`config.mk`:
```
export PLATFORM = sky130hd
export DESIGN_NAME = dual_dptr_ctl
export DESIGN_NICKNAME = d
export VERILOG_FILES = /design/src/rtl/dptr_pkg.sv /design/src/rtl/aux_ctl_reg.sv /design/src/rtl/ptr_slot.sv /design/src/rtl/dptr_bank.sv /design/src/rtl/dual_dptr_ctl.sv
export SDC_FILE = /design/constraint.sdc
export NUM_CORES = 1
export LEC_CHECK = 0
export BUFFER_PORTS_ARGS = -buffer_cell sky130_fd_sc_hd__buf_2
export CAP_MARGIN = 10
export CORE_MARGIN = 8
export CORE_UTILIZATION = 46
export CTS_BUF_LIST = sky130_fd_sc_hd__clkbuf_2 sky130_fd_sc_hd__clkbuf_4 sky130_fd_sc_hd__clkbuf_8
export CTS_CLUSTER_DIAMETER = 150
export DETAILED_ROUTE_END_ITERATION = 16
export GPL_ROUTABILITY_DRIVEN = 0
export PLACE_DENSITY = 0.8
export SYNTH_ARGS = -nofsm -noshare
export SYNTH_HDL_FRONTEND = slang
export SYNTH_SLANG_ARGS = --single-unit
```
`constraint.sdc`:
```
create_clock -name clk -period 2.6 [get_ports clk]
set_input_delay 0.26 -clock clk [delete_from_list [all_inputs] [get_ports clk]]
set_output_delay 0.26 -clock clk [all_outputs]
set_load 0.05 [all_outputs]
```
`src/rtl/dptr_pkg.sv`:
```
package dptr_pkg;

    localparam int AUX_W    = 8;
    localparam int PTR_W    = 16;
    localparam int BYTE_W   = 8;
    localparam int NUM_PTR  = 2;
    localparam int SEL_W    = $clog2(NUM_PTR);

    // Bit positions inside the auxiliary register; the select bit must be
    // bit 0 so that an increment toggles it.
    localparam int SEL_BIT  = 0;
    localparam int PAD_BIT  = 1;
    localparam int ZERO_BIT = 2;
    localparam int SRST_BIT = 3;

    localparam logic [AUX_W-1:0] AUX_ONE  = {{(AUX_W-1){1'b0}}, 1'b1};
    localparam logic [AUX_W-1:0] AUX_RST  = '0;
    localparam logic [AUX_W-1:0] AUX_KEEP =
        ~((AUX_ONE << PAD_BIT) | (AUX_ONE << ZERO_BIT) | (AUX_ONE << SRST_BIT));

    typedef enum logic [2:0] {
        PTR_NOP  = 3'd0,
        PTR_LOAD = 3'd1,
        PTR_INC  = 3'd2,
        PTR_WLO  = 3'd3,
        PTR_WHI  = 3'd4
    } ptr_op_e;

    typedef struct packed {
        logic             wr;
        logic             inc;
        logic [AUX_W-1:0] data;
    } aux_cmd_t;

    typedef struct packed {
        ptr_op_e          op;
        logic [PTR_W-1:0] data;
    } ptr_cmd_t;

    // Apply the hardwired-zero and self-clearing positions to a candidate value.
    function automatic logic [AUX_W-1:0] aux_store(input logic [AUX_W-1:0] v);
        return v & AUX_KEEP;
    endfunction

    function automatic ptr_op_e decode_op(input logic [2:0] code);
        ptr_op_e r;
        case (code)
            3'd1:    r = PTR_LOAD;
            3'd2:    r = PTR_INC;
            3'd3:    r = PTR_WLO;
            3'd4:    r = PTR_WHI;
            default: r = PTR_NOP;
        endcase
        return r;
    endfunction

endpackage

```
`src/rtl/aux_ctl_reg.sv`:
```
module aux_ctl_reg
    import dptr_pkg::*;
(
    input  logic             clk,
    input  logic             rst,
    input  aux_cmd_t         cmd,
    output logic [AUX_W-1:0] aux_q,
    output logic [SEL_W-1:0] sel_q,
    output logic             srst_q,
    output logic             clr_o
);

    logic [AUX_W-1:0] aux_r;
    logic [AUX_W-1:0] aux_nx;
    logic             srst_r;
    logic             srst_hit;

    assign srst_hit = cmd.wr && cmd.data[SRST_BIT];

    // Priority: reset request write, then plain write, then increment.
    always_comb begin
        aux_nx = aux_r;
        if (srst_hit) begin
            aux_nx = AUX_RST;
        end else if (cmd.wr) begin
            aux_nx = aux_store(cmd.data);
        end else if (cmd.inc) begin
            aux_nx = aux_store(aux_r + AUX_ONE);
        end
    end

    always_ff @(posedge clk) begin
        if (rst) begin
            aux_r  <= AUX_RST;
            srst_r <= 1'b0;
        end else begin
            aux_r  <= aux_nx;
            srst_r <= srst_hit;
        end
    end

    assign aux_q  = aux_r;
    assign sel_q  = aux_r[SEL_BIT +: SEL_W];
    assign srst_q = srst_r;
    assign clr_o  = srst_hit;

    // a plain write lands even when an increment arrives with it
    p_write_r1: assert property (@(posedge clk) disable iff (rst)
        (cmd.wr && !cmd.data[SRST_BIT]) |=> (aux_q == ($past(cmd.data) & 8'hF1)));

    // increment flips only the select bit
    p_inc_toggle_r3: assert property (@(posedge clk) disable iff (rst)
        (cmd.inc && !cmd.wr) |=> (aux_q == ($past(aux_q) ^ AUX_ONE)));

    // every request pulse follows a write of the request bit
    p_srst_cause_r5: assert property (@(posedge clk) disable iff (rst)
        srst_q |-> $past(cmd.wr && cmd.data[SRST_BIT]));

    // while the request is up the register holds its reset value
    p_srst_clear_r6: assert property (@(posedge clk) disable iff (rst)
        srst_q |-> (aux_q == AUX_RST));

endmodule

```
`src/rtl/ptr_slot.sv`:
```
module ptr_slot
    import dptr_pkg::*;
(
    input  logic             clk,
    input  logic             rst,
    input  logic             clr,
    input  logic             en,
    input  ptr_cmd_t         cmd,
    output logic [PTR_W-1:0] q
);

    logic [PTR_W-1:0] q_r;
    logic [PTR_W-1:0] q_nx;

    always_comb begin
        q_nx = q_r;
        if (en) begin
            case (cmd.op)
                PTR_LOAD: q_nx = cmd.data;
                PTR_INC:  q_nx = q_r + {{(PTR_W-1){1'b0}}, 1'b1};
                PTR_WLO:  q_nx[BYTE_W-1:0] = cmd.data[BYTE_W-1:0];
                PTR_WHI:  q_nx[PTR_W-1:BYTE_W] = cmd.data[BYTE_W-1:0];
                default:  q_nx = q_r;
            endcase
        end
    end

    always_ff @(posedge clk) begin
        if (rst || clr) begin
            q_r <= '0;
        end else begin
            q_r <= q_nx;
        end
    end

    assign q = q_r;

    // increment of the selected pointer
    p_ptr_inc_r10: assert property (@(posedge clk) disable iff (rst)
        (en && !clr && cmd.op == PTR_INC) |=> (q == $past(q) + 16'd1));

    // an unselected pointer keeps its value
    p_ptr_hold_r11: assert property (@(posedge clk) disable iff (rst)
        (!en && !clr) |=> $stable(q));

    // reset request clears the pointer
    p_ptr_clr_r6: assert property (@(posedge clk) disable iff (rst)
        clr |=> (q == '0));

endmodule

```
`src/rtl/dptr_bank.sv`:
```
module dptr_bank
    import dptr_pkg::*;
(
    input  logic             clk,
    input  logic             rst,
    input  logic             clr,
    input  logic [SEL_W-1:0] sel,
    input  ptr_cmd_t         cmd,
    output logic [PTR_W-1:0] rd_q
);

    logic [PTR_W-1:0] slot_q [NUM_PTR];

    for (genvar i = 0; i < NUM_PTR; i++) begin : g_slot
        ptr_slot u_slot (
            .clk (clk),
            .rst (rst),
            .clr (clr),
            .en  (sel == SEL_W'(i)),
            .cmd (cmd),
            .q   (slot_q[i])
        );
    end

    assign rd_q = slot_q[sel];

    // a full load shows up on the read port when the select is unchanged
    p_load_r9: assert property (@(posedge clk) disable iff (rst)
        (cmd.op == PTR_LOAD && !clr) ##1 ($past(sel) == sel) |-> (rd_q == $past(cmd.data)));

endmodule

```
`src/rtl/dual_dptr_ctl.sv`:
```
module dual_dptr_ctl
    import dptr_pkg::*;
(
    input  logic        clk,
    input  logic        rst,
    input  logic        aux_wr_en,
    input  logic [7:0]  aux_wr_data,
    input  logic        aux_inc_en,
    output logic [7:0]  aux_rd_data,
    input  logic [2:0]  ptr_op,
    input  logic [15:0] ptr_wdata,
    output logic [15:0] ptr_rd_data,
    output logic        srst_req
);

    aux_cmd_t         aux_cmd;
    ptr_cmd_t         ptr_cmd;
    logic [SEL_W-1:0] sel;
    logic             clr;

    always_comb begin
        aux_cmd.wr   = aux_wr_en;
        aux_cmd.inc  = aux_inc_en;
        aux_cmd.data = aux_wr_data;
        ptr_cmd.op   = decode_op(ptr_op);
        ptr_cmd.data = ptr_wdata;
    end

    aux_ctl_reg u_aux (
        .clk    (clk),
        .rst    (rst),
        .cmd    (aux_cmd),
        .aux_q  (aux_rd_data),
        .sel_q  (sel),
        .srst_q (srst_req),
        .clr_o  (clr)
    );

    dptr_bank u_bank (
        .clk  (clk),
        .rst  (rst),
        .clr  (clr),
        .sel  (sel),
        .cmd  (ptr_cmd),
        .rd_q (ptr_rd_data)
    );

    // the hardwired bits never read back as 1
    p_zero_bits_r2: assert property (@(posedge clk) disable iff (rst)
        $past(aux_wr_en) |-> (aux_rd_data[2:1] == 2'b00));

    // the request never lasts two cycles without a second request write
    p_srst_pulse_r5: assert property (@(posedge clk) disable iff (rst)
        (srst_req && !(aux_wr_en && aux_wr_data[3])) |=> !srst_req);

endmodule

```
==> results_dict.tcl <==
set metrics [dict create \
    io_pins 56 \
    end_kind "output pin" \
    start_util_pct 47.4 \
    track_usage_pct 18.4 \
    hp-start "rst" \
    slew_headroom_pct 37.4 \
    cts-root-buf "clkbuf_8" \
    critPathLaunchType "flip-flop" \
    slowest_delay_ns 0.82 \
    yosysWarnings 0 \
    yosysSeqAreaShare_pct 29.1 \
    post-dp-hpwl_um 5900 \
    power.total_mw 1.39 \
    cp_cell_sequence "buf_4, mux2_2, buf_2" \
    synth_top_flop_cell "dfxtp_1" \
    clockBufferDepth 2 \
    hold_buffers 0 \
    worstSetupPathType "reg2out" \
    maxCapViolCount 0 \
    vias 2798 \
    period_needed_ns 2.27 \
    grt_pass1_wl_um 12800 \
    cp_max_fo 20 \
    ctsResizeCount 0 \
    totalWireLength_um 7900 \
    die_y_um 91.4 \
    clk_pin_slew_ns 0.08 \
    cts_buffers 5 \
    first_iter_violations 261 \
    clock.fmax_mhz 440 \
    clock-sinks 38 \
    ys_async_sr_fraction_pct 0 \
    p_leak_nw 1.14 \
    synth-edff-count 0 \
    synth_seq_cells 38 \
    worst_pin_slew_ns 0.932 \
    avgViaCountPerCell 6.23 \
    rows 27 \
    chipWidth_um 91.4 \
    hold_viol 0 \
    first_pass_iters 8 \
    die_area_um2 8350 \
    coreArea_um2 5510 \
    n_antenna_cell 0 \
    finalClockSkew_ns 0.0106 \
    ys_types 54 \
    htree_levels 2 \
    hp-class "in2reg" \
    nNetsFinal 409 \
    crit_required_ns 2.34 \
    finalSetupTns_ns 0 \
    first_global_vias 2672 \
    final.period_utilization_pct 87.3 \
    syn_area_um2 2610 \
    rsz0062_at_grt "no" \
    power.density_nw_per_um2 466 \
    syn_to_final_growth_pct 14.0 \
    status "finished clean" \
    cts_tree "done" \
    max-vdd-ir-drop_mv 0.284 \
    startpoint "u_aux.aux_q[0]" \
    netlist.area_leader.share_pct 29.1 \
    synth.area.top_cells "dfxtp_1 (29%), mux2_2 (6.9%), nor2_1 (5.5%)" \
    route.detailed.drc 0 \
    r2r_start "u_aux.aux_q[0]" \
    ant_nets 0 \
    grt_max_degree 27 \
    worst_path_max_delay_cell "dfxtp_1" \
    clk_latency_ns 0.30 \
    synthCells 337 \
    numPortBuffers 50 \
    final_max_slew_viol_count 0 \
    drive_gt1_share_pct 24.7 \
    wl_per_cell_um 17.6 \
    overflow 0 \
    crit_arrival_ns 2.01 \
    setup_viol 0 \
    antenna_found_initial 0 \
    post_cts_buffers 0 \
    synth_top_area_cell "dfxtp_1" \
    synth_area_per_cell_um2 7.75 \
]
-- final cells by class --
| type | count | area (um^2) |
|---|---|---|
| multi-input combinational | 270 | 1710 |
| sequential | 38 | 761 |
| fill | 549 | 2530 |
| tap | 72 | 90.1 |
| clock inverter | 2 | 12.5 |
| timing repair buffer | 58 | 310 |
| clock buffer | 6 | 82.6 |
| inverter | 3 | 11.3 |
-- routing by layer --
metal | part of all wire (%) | vias up | GRT usage, %
li1 | - | 1335 | -
met1 | 43 | 1321 | 22.9
met2 | 47 | 125 | 29.6
met3 | 7.5 | 17 | 4.44
met4 | 2.1 | 0 | 7.50
met5 | 0 | - | 0
-- state kept, by name, summed over array words and instances, names as in the netlist --
register / flops
u_bank.g_slot.u_slot.q: 32
u_aux.srst_q: 1
u_aux.aux_q: 5
-- stage by stage --
stage | area, um^2 | hold WS [ns] | utilization [%] | setup WS (ns) | cells
2_1_floorplan | 2620 | 0.332 | - | 0.929 | 339
3_3_place_gp | 2880 | 0.444 | 52.4 | 0.585 | 441
3_5_place_dp | 2880 | 0.451 | 52.4 | 0.550 | 441
4_1_cts | 2980 | 0.132 | 54.1 | 0.322 | 449
5_1_grt | 2980 | 0.158 | 54.1 | 0.261 | 449
6_report | 2980 | 0.142 | 54.1 | 0.330 | 449
-- placed cells by master (no fill, tap or decap), drive strengths merged, types with 2 or more instances in the layout --
cell,count
nor3,9
conb,3
ha,2
a31oi,3
nand3,14
nand2,30
nand3b,3
and4,3
o31ai,11
o22ai,3
nand4,6
mux2,16
buf,58
a22oi,7
nand2b,5
and3,6
a32o,8
dfxtp,38
a311oi,4
nor2,39
xnor2,2
nor2b,2
inv,3
or3b,2
a21oi,25
and2,7
a221oi,3
mux2i,4
o2bb2ai,3
a211oi,5
o21ai,22
or3,2
clkbuf,6
o41ai,5
a22o,5
a21o,2
-- where the power goes --
| part | total (mW) | internal (mW) | switching, mW |
|---|---|---|---|
| Clock | 0.442 | 0.213 | 0.228 |
| Combinational | 0.316 | 0.110 | 0.206 |
| Sequential | 0.631 | 0.602 | 0.0291 |
| Total | 1.39 | 0.925 | 0.463 |
-- cell usage after synthesis (5+ instances only) --
master    count
a211oi_1      5
a22o_1        5
buf_2         5
nand2_1      30
nand2b_1      5
mux2_2       16
nor3_1        9
o31ai_1      10
nand3_1      14
and2_1        7
o41ai_1       5
a32o_1        8
o21ai_0      22
a22oi_1       7
nor2_1       38
clkbuf_1     17
a21oi_1      25
and3_1        5
buf_4         5
dfxtp_1      38
nand4_1       5
-- path summary, 6_finish.rpt --
check                                       to  slack, ns  depth (start not counted)
setup / recovery               ptr_rd_data[11]       0.33                          3
hold / removal                    u_aux.srst_q       0.14                          2
setup reg to reg  u_bank.g_slot[0].u_slot.q[2]       0.59                          4
hold reg to reg                 u_aux.aux_q[7]       0.49                          2
-- kinds of logic after synthesis --
| family | synth area share, % |
|---|---|
| flops | 29.1 |
| mux | 8.43 |
| xor+xnor | 0.671 |
| other cells | 0.144 |
| compound gates | 29.2 |
| simple gates | 25.8 |
| fa+ha+maj | 0.958 |
| buf+inv | 5.70 |
-- critical path, delay by kind of cell (launching register included) --
family | cells | cell delay [ns]
flops | 1 | 0.82
buf+inv | 2 | 0.52
mux | 1 | 0.36
No activity file was read; power rests on OpenSTA's default activity.
